===== config.mk =====
export PLATFORM = sky130hd
export DESIGN_NAME = mps_port_ctrl
export DESIGN_NICKNAME = d
export VERILOG_FILES = /design/src/rtl/mps_pkg.sv /design/src/rtl/mps_decode.sv /design/src/rtl/mps_mode_reg.sv /design/src/rtl/mps_ctrl_bank.sv /design/src/rtl/mps_read_mux.sv /design/src/rtl/mps_port_ctrl.sv
export SDC_FILE = /design/constraint.sdc
export NUM_CORES = 1
export LEC_CHECK = 0
export BUFFER_PORTS_ARGS = -buffer_cell sky130_fd_sc_hd__buf_2
export CORE_ASPECT_RATIO = 2
export CORE_MARGIN = 3
export CORE_UTILIZATION = 40
export DETAILED_ROUTE_END_ITERATION = 7
export GPL_TIMING_DRIVEN = 0
export PLACE_DENSITY_LB_ADDON = 0.15
export SYNTH_ARGS = -nofsm -noshare
export SYNTH_HDL_FRONTEND = slang
export SYNTH_SLANG_ARGS = --single-unit

===== constraint.sdc =====
create_clock -name clk -period 3.3 [get_ports clk]
set_input_delay 0.66 -clock clk [delete_from_list [all_inputs] [get_ports clk]]
set_output_delay 0.66 -clock clk [all_outputs]
set_load 0.01 [all_outputs]

===== src/rtl/mps_pkg.sv =====
package mps_pkg;

   localparam int INSTR_W = 12;
   localparam int SEL_W   = 4;
   localparam int WORD_W  = 8;

   localparam logic [INSTR_W-1:0] OPC_SEL_FROM_W = 12'h043;
   localparam logic [INSTR_W-1:0] OPC_SEL_TO_W   = 12'h042;
   localparam logic [8:0]         OPC_PCTL_HI    = 9'b0000_0000_0;
   localparam logic [7:0]         OPC_SEL_LIT_HI = 8'b0000_0101;

   typedef struct packed {
      logic             pctl;
      logic [2:0]       pctl_f;
      logic             sel_lit;
      logic [SEL_W-1:0] sel_lit_val;
      logic             sel_from_w;
      logic             sel_to_w;
   } op_t;

   function automatic op_t decode_op(input logic vld, input logic [INSTR_W-1:0] iw);
      op_t o;
      o.pctl        = vld && (iw[11:3] == OPC_PCTL_HI);
      o.pctl_f      = iw[2:0];
      o.sel_lit     = vld && (iw[11:4] == OPC_SEL_LIT_HI);
      o.sel_lit_val = iw[SEL_W-1:0];
      o.sel_from_w  = vld && (iw == OPC_SEL_FROM_W);
      o.sel_to_w    = vld && (iw == OPC_SEL_TO_W);
      return o;
   endfunction

endpackage


===== src/rtl/mps_decode.sv =====
module mps_decode
   import mps_pkg::*;
#(
   parameter int NUM_PORT   = 3,
   parameter int FIRST_ADDR = 5
) (
   input  logic                instr_vld,
   input  logic [INSTR_W-1:0]  instr,
   output op_t                 op,
   output logic [NUM_PORT-1:0] port_wsel
);

   assign op = decode_op(instr_vld, instr);

   for (genvar p = 0; p < NUM_PORT; p++) begin : g_psel
      localparam logic [2:0] ADDR = 3'(FIRST_ADDR + p);
      assign port_wsel[p] = op.pctl && (op.pctl_f == ADDR);
   end

endmodule


===== src/rtl/mps_mode_reg.sv =====
module mps_mode_reg
   import mps_pkg::*;
#(
   parameter logic [SEL_W-1:0] RST_VAL = '0
) (
   input  logic              clk,
   input  logic              rst_n,
   input  logic              ld_lit,
   input  logic [SEL_W-1:0]  lit_val,
   input  logic              ld_w,
   input  logic [WORD_W-1:0] w_val,
   output logic [SEL_W-1:0]  sel_q
);

   logic [SEL_W-1:0] nxt;

   always_comb begin
      nxt = sel_q;
      if (ld_lit)    nxt = lit_val;
      else if (ld_w) nxt = w_val[SEL_W-1:0];
   end

   always_ff @(posedge clk or negedge rst_n) begin
      if (!rst_n) sel_q <= RST_VAL;
      else        sel_q <= nxt;
   end

endmodule


===== src/rtl/mps_ctrl_bank.sv =====
module mps_ctrl_bank
   import mps_pkg::*;
#(
   parameter int                 NUM_CTRL = 4,
   parameter int                 DIR_IDX  = 0,
   parameter logic [WORD_W-1:0]  AUX_RST  = '0
) (
   input  logic                       clk,
   input  logic                       rst_n,
   input  logic                       wr_en,
   input  logic [SEL_W-1:0]           sel,
   input  logic [WORD_W-1:0]          wdata,
   output logic [NUM_CTRL*WORD_W-1:0] regs_q,
   output logic [WORD_W-1:0]          dir_q
);

   for (genvar r = 0; r < NUM_CTRL; r++) begin : g_reg
      localparam logic [WORD_W-1:0] RST = (r == DIR_IDX) ? '1 : AUX_RST;
      logic hit;
      logic [WORD_W-1:0] q;
      assign hit = wr_en && (32'(sel) == r);
      always_ff @(posedge clk or negedge rst_n) begin
         if (!rst_n)   q <= RST;
         else if (hit) q <= wdata;
      end
      assign regs_q[r*WORD_W +: WORD_W] = q;
   end

   assign dir_q = regs_q[DIR_IDX*WORD_W +: WORD_W];

endmodule


===== src/rtl/mps_read_mux.sv =====
module mps_read_mux
   import mps_pkg::*;
#(
   parameter int NUM_PORT   = 3,
   parameter int FIRST_ADDR = 5,
   parameter int ADDR_W     = 5
) (
   input  logic [ADDR_W-1:0]          rd_addr,
   input  logic [NUM_PORT*WORD_W-1:0] pin_in,
   output logic                       rd_hit,
   output logic [WORD_W-1:0]          rd_data
);

   logic [NUM_PORT-1:0] hit_v;
   logic [WORD_W-1:0]   term [NUM_PORT];

   for (genvar p = 0; p < NUM_PORT; p++) begin : g_rd
      assign hit_v[p] = (32'(rd_addr) == FIRST_ADDR + p);
      assign term[p]  = hit_v[p] ? pin_in[p*WORD_W +: WORD_W] : '0;
   end

   always_comb begin
      rd_data = '0;
      for (int p = 0; p < NUM_PORT; p++) rd_data = rd_data | term[p];
   end

   assign rd_hit = |hit_v;

endmodule


===== src/rtl/mps_port_ctrl.sv =====
module mps_port_ctrl
   import mps_pkg::*;
#(
   parameter int                NUM_PORT   = 3,
   parameter int                NUM_CTRL   = 4,
   parameter int                FIRST_ADDR = 5,
   parameter int                ADDR_W     = 5,
   parameter int                DIR_IDX    = 0,
   parameter logic [WORD_W-1:0] AUX_RST    = '0,
   localparam int PINS   = NUM_PORT * WORD_W,
   localparam int CTRL_W = NUM_PORT * NUM_CTRL * WORD_W
) (
   input  logic                 clk,
   input  logic                 rst_n,
   input  logic                 instr_vld,
   input  logic [INSTR_W-1:0]   instr,
   input  logic [WORD_W-1:0]    w_in,
   input  logic [ADDR_W-1:0]    rd_addr,
   input  logic [PINS-1:0]      pin_in,
   input  logic [PINS-1:0]      out_latch,
   output logic [SEL_W-1:0]     mode_q,
   output logic [CTRL_W-1:0]    ctrl_q,
   output logic [PINS-1:0]      pin_oe,
   output logic [PINS-1:0]      pin_dout,
   output logic                 w_we,
   output logic [WORD_W-1:0]    w_wdata,
   output logic                 rd_hit,
   output logic [WORD_W-1:0]    rd_data
);

   if (NUM_CTRL < 1 || NUM_CTRL > (1 << SEL_W)) begin : g_bad_ctrl
      $error("NUM_CTRL must lie in 1..16");
   end
   if (DIR_IDX >= NUM_CTRL) begin : g_bad_dir
      $error("DIR_IDX must select an existing register");
   end
   if (FIRST_ADDR + NUM_PORT > 8 || FIRST_ADDR < 1) begin : g_bad_addr
      $error("port addresses must fit the 3-bit opcode field");
   end
   if ((1 << ADDR_W) < FIRST_ADDR + NUM_PORT) begin : g_bad_aw
      $error("ADDR_W too narrow for port addresses");
   end

   op_t                 op;
   logic [NUM_PORT-1:0] port_wsel;
   logic [PINS-1:0]     dir_all;

   mps_decode #(.NUM_PORT(NUM_PORT), .FIRST_ADDR(FIRST_ADDR)) u_dec (
      .instr_vld (instr_vld),
      .instr     (instr),
      .op        (op),
      .port_wsel (port_wsel)
   );

   mps_mode_reg #(.RST_VAL(SEL_W'(DIR_IDX))) u_mode (
      .clk     (clk),
      .rst_n   (rst_n),
      .ld_lit  (op.sel_lit),
      .lit_val (op.sel_lit_val),
      .ld_w    (op.sel_from_w),
      .w_val   (w_in),
      .sel_q   (mode_q)
   );

   for (genvar p = 0; p < NUM_PORT; p++) begin : g_port
      mps_ctrl_bank #(.NUM_CTRL(NUM_CTRL), .DIR_IDX(DIR_IDX), .AUX_RST(AUX_RST)) u_bank (
         .clk    (clk),
         .rst_n  (rst_n),
         .wr_en  (port_wsel[p]),
         .sel    (mode_q),
         .wdata  (w_in),
         .regs_q (ctrl_q[p*NUM_CTRL*WORD_W +: NUM_CTRL*WORD_W]),
         .dir_q  (dir_all[p*WORD_W +: WORD_W])
      );
   end

   assign pin_oe   = ~dir_all;
   assign pin_dout = out_latch & ~dir_all;

   assign w_we    = op.sel_to_w;
   assign w_wdata = op.sel_to_w ? {{(WORD_W-SEL_W){1'b0}}, mode_q} : '0;

   mps_read_mux #(.NUM_PORT(NUM_PORT), .FIRST_ADDR(FIRST_ADDR), .ADDR_W(ADDR_W)) u_rd (
      .rd_addr (rd_addr),
      .pin_in  (pin_in),
      .rd_hit  (rd_hit),
      .rd_data (rd_data)
   );

endmodule


==> results.json <==
{
  "groute.usage.overall_pct": 19.4,
  "globalRouteOverflowTotal": 0,
  "path_depth": 6,
  "hp-class": "primary input to asynchronous set/reset pin",
  "crit_start": "instr[7]",
  "h-tree-depth": 3,
  "synth_sequential_area_ratio_pct": 56.0,
  "r2r-end": "g_port[1].u_bank.dir_q[0]",
  "critical_path.max_fanout": 10,
  "synthesis.area_per_instance_um2": 13.3,
  "post-route-period-util_pct": 89.2,
  "timing.critical_path.to_type": "primary output",
  "finalSetupViolCount": 0,
  "fp.dieH_um": 156,
  "globalplace.congestion": 0.783,
  "layout.cells.most_common": "sky130_fd_sc_hd__buf_2",
  "routed_wire_length_per_instance_um": 17.3,
  "port_buffers": 236,
  "final_layout_size_suffix_gt1_share_pct": 65.6,
  "detailed_place.area_mm2": 0.00592,
  "synthesis.yosys.warnings": 0,
  "fmaxAchievable_mhz": 340,
  "powerDensity_mw_per_mm2": 405,
  "grt_pass1_wl_um": 18200,
  "num_antenna_cells": 0,
  "synth.cell_area_mm2": 0.00452,
  "finish.instance_area_mm2": 0.00623,
  "timing_max_transition_violations_final": 0,
  "post_cts.repair.setup_buffers": 0,
  "cts_root_buffer": "sky130_fd_sc_hd__clkbuf_16",
  "pre_cts_ws_ns": 0.345,
  "placeableCoreArea_mm2": 0.0109,
  "nNetsFinal": 667,
  "route.final.wire_length_um": 12700,
  "critical_path.most_common_cell": "sky130_fd_sc_hd__buf_2",
  "cap_violations": 0,
  "worst-setup-path-type": "primary input to primary output",
  "cts_buffers": 9,
  "cts_tree": "done",
  "synth_seq_cells": 100,
  "outcome": "finished clean",
  "cts_resized": 0,
  "crit_end": "w_wdata[0]",
  "worst_r2r_path_depth": 4,
  "antenna_found_initial": 0,
  "fp.dieArea_mm2": 0.0127,
  "cts_max_path_buffers": 2,
  "rows": 54,
  "crit_path_start_kind": "primary input",
  "regToRegStartpoint": "u_mode.sel_q[2]",
  "r2r_slack_ns": 1.11,
  "via_per_inst": 4.81,
  "initial_utilization_pct": 41.3,
  "critPathRequiredTime_ns": 2.64,
  "routed-via-count": 3539,
  "layout.cells.most_common_list": "sky130_fd_sc_hd__buf_2, sky130_fd_sc_hd__mux2_2, sky130_fd_sc_hd__dfrtp_1",
  "worst_path_max_delay_cell": "sky130_fd_sc_hd__or4_4",
  "boundaryPins": 242,
  "clock_pin_slew_reported_for_the_worst_setup_and_hold_paths_after_clock_tree_synthesis_ns": 0.07,
  "area_growth_syn_to_layout_pct": 37.9,
  "worstPathBufferInverterCount": 3,
  "final_period_minus_worst_setup_slack_ns": 2.94,
  "finalHoldViolations": 0,
  "chipWidth_um": 81.2,
  "cp_top_family": "simple AND/OR/NAND/NOR gates",
  "detail_route.iter0.violations": 135,
  "drc_errors": 0,
  "num-fill-cells": 957,
  "critical-path-max-stage-delay_ns": 0.60,
  "place_hpwl_um": 10100,
  "grt_max_degree": 60,
  "max-slew-margin-rel_pct": 58.2,
  "cts-hold-fix-buffers": 0,
  "arrival_ns": 2.28,
  "synthesized_instance_count": 340,
  "rsz0062_at_grt": "no",
  "crit_chain": "buf_2 > or4_4 > nor3b_1 > clkbuf_1 > and3_1 > buf_2",
  "timing_worst_slew_pin_value_ns": 0.627,
  "ir_drop_uv": 286,
  "setup_total_negative_slack_ns": 0,
  "power.leakage_nw": 3.50,
  "detail-route-antenna-nets": 0,
  "synthDistinctLibCells": 36,
  "detailedRoute.firstPassIterationCount": 4,
  "layout_setup_ws_ns": 0.357,
  "clock_sinks": 100,
  "clock_skew_ns": 0.00536,
  "number_of_global_route_vias_before_repair": 3412,
  "clock_insertion_delay_worst_skew_ns": 0.34
}
==> how the worst min path moves through the flow <==
stage / depth (start not counted) / to / startpoint
2_1_floorplan: 0 / g_port[0].u_bank.g_reg[1].q[0] / rst_n
3_3_place_gp: 1 / g_port[0].u_bank.g_reg[1].q[1] / g_port[0].u_bank.g_reg[1].q[1]
3_5_place_dp: 1 / g_port[0].u_bank.g_reg[2].q[3] / g_port[0].u_bank.g_reg[2].q[3]
4_1_cts: 1 / g_port[2].u_bank.g_reg[1].q[5] / rst_n
5_1_grt: 1 / g_port[2].u_bank.g_reg[1].q[5] / rst_n
6_report: 1 / g_port[2].u_bank.g_reg[1].q[5] / rst_n
==> report_power, final <==
part | leakage [nW] | switching (mW) | internal, mW | total (mW)
sequential | 1.31 | 0.00986 | 1.23 | 1.24
combinational | 2.04 | 0.105 | 0.0811 | 0.186
clock | 0.154 | 0.474 | 0.625 | 1.10
total | 3.50 | 0.589 | 1.94 | 2.53
==> synth_stat cells <==
master | instances | area share (%)
sky130_fd_sc_hd__and3_1 | 4 | 0.55
sky130_fd_sc_hd__o41ai_1 | 1 | 0.19
sky130_fd_sc_hd__nand2_1 | 10 | 0.83
sky130_fd_sc_hd__buf_4 | 6 | 1.0
sky130_fd_sc_hd__nor2b_1 | 26 | 3.6
sky130_fd_sc_hd__a21oi_1 | 1 | 0.11
sky130_fd_sc_hd__or3_1 | 2 | 0.28
sky130_fd_sc_hd__nand3b_1 | 2 | 0.33
sky130_fd_sc_hd__mux2i_1 | 11 | 2.4
sky130_fd_sc_hd__mux2_1 | 3 | 0.75
sky130_fd_sc_hd__nor3b_1 | 2 | 0.33
sky130_fd_sc_hd__clkbuf_1 | 11 | 0.91
sky130_fd_sc_hd__or4b_4 | 2 | 0.61
sky130_fd_sc_hd__nand2b_1 | 2 | 0.28
sky130_fd_sc_hd__nor4_4 | 3 | 1.4
sky130_fd_sc_hd__nand2_2 | 9 | 1.2
sky130_fd_sc_hd__a31oi_1 | 1 | 0.14
sky130_fd_sc_hd__o22ai_1 | 3 | 0.42
sky130_fd_sc_hd__and2_1 | 1 | 0.14
sky130_fd_sc_hd__or4_4 | 1 | 0.25
sky130_fd_sc_hd__inv_1 | 26 | 2.2
sky130_fd_sc_hd__nor3_1 | 2 | 0.22
sky130_fd_sc_hd__o21ai_0 | 8 | 0.89
sky130_fd_sc_hd__and3b_1 | 1 | 0.19
sky130_fd_sc_hd__buf_6 | 1 | 0.25
sky130_fd_sc_hd__dfrtp_1 | 76 | 42
sky130_fd_sc_hd__mux2_2 | 90 | 22
sky130_fd_sc_hd__a2bb2oi_1 | 3 | 0.58
sky130_fd_sc_hd__and4_1 | 1 | 0.19
sky130_fd_sc_hd__nor3b_2 | 2 | 0.55
sky130_fd_sc_hd__nor4b_1 | 1 | 0.19
sky130_fd_sc_hd__dfstp_2 | 24 | 14
sky130_fd_sc_hd__o31ai_1 | 1 | 0.17
sky130_fd_sc_hd__a21boi_1 | 1 | 0.17
sky130_fd_sc_hd__nand3_1 | 1 | 0.11
sky130_fd_sc_hd__conb_1 | 1 | 0.083
==> logic make-up (layout without fill, tap and decap cells) <==
family	Yosys count	count (layout)	synth area share [%]
compound gates	19	19	2.66
buf+inv	44	297	4.32
flops	100	100	56.0
mux	104	104	25.6
other cells	1	4	0.0830
simple gates	72	72	11.3
==> registers in the layout (all words and copies together) (netlist names) <==
signal,flops
g_port.u_bank.dir_q,24
g_port.u_bank.g.q,72
u_mode.sel_q,4
==> area by class of cell <==
class | count | area, um2 | area share, %
plain buffers | 18 | 97.6 | 1.57
multi-input cells | 199 | 1800 | 28.9
clock buffers | 10 | 239 | 3.83
inverters | 26 | 97.6 | 1.57
repair buffers | 237 | 1210 | 19.4
flip-flops and latches | 100 | 2530 | 40.6
clock inverters | 6 | 77.6 | 1.24
well taps | 140 | 175 | 2.81
==> through the flow <==
step | hold WS (ns) | utilization, % | cells | power [mW]
6_report | 0.294 | 57.0 | 736 | 2.53
5_1_grt | 0.322 | 57.0 | 736 | 2.62
4_1_cts | 0.304 | 57.0 | 736 | 2.57
3_5_place_dp | 0.488 | 54.1 | 720 | 1.46
3_3_place_gp | 0.485 | 53.8 | 719 | 1.45
2_1_floorplan | 0.364 | - | 343 | 1.34
==> per-layer routing <==
metal  track usage (%)  part of all wire, %
met3              4.15                  7.0
met1              18.5                   34
met4              7.74                  1.8
met2              38.4                   58
met5                 0                    0
No activity file was read; power rests on OpenSTA's default activity.
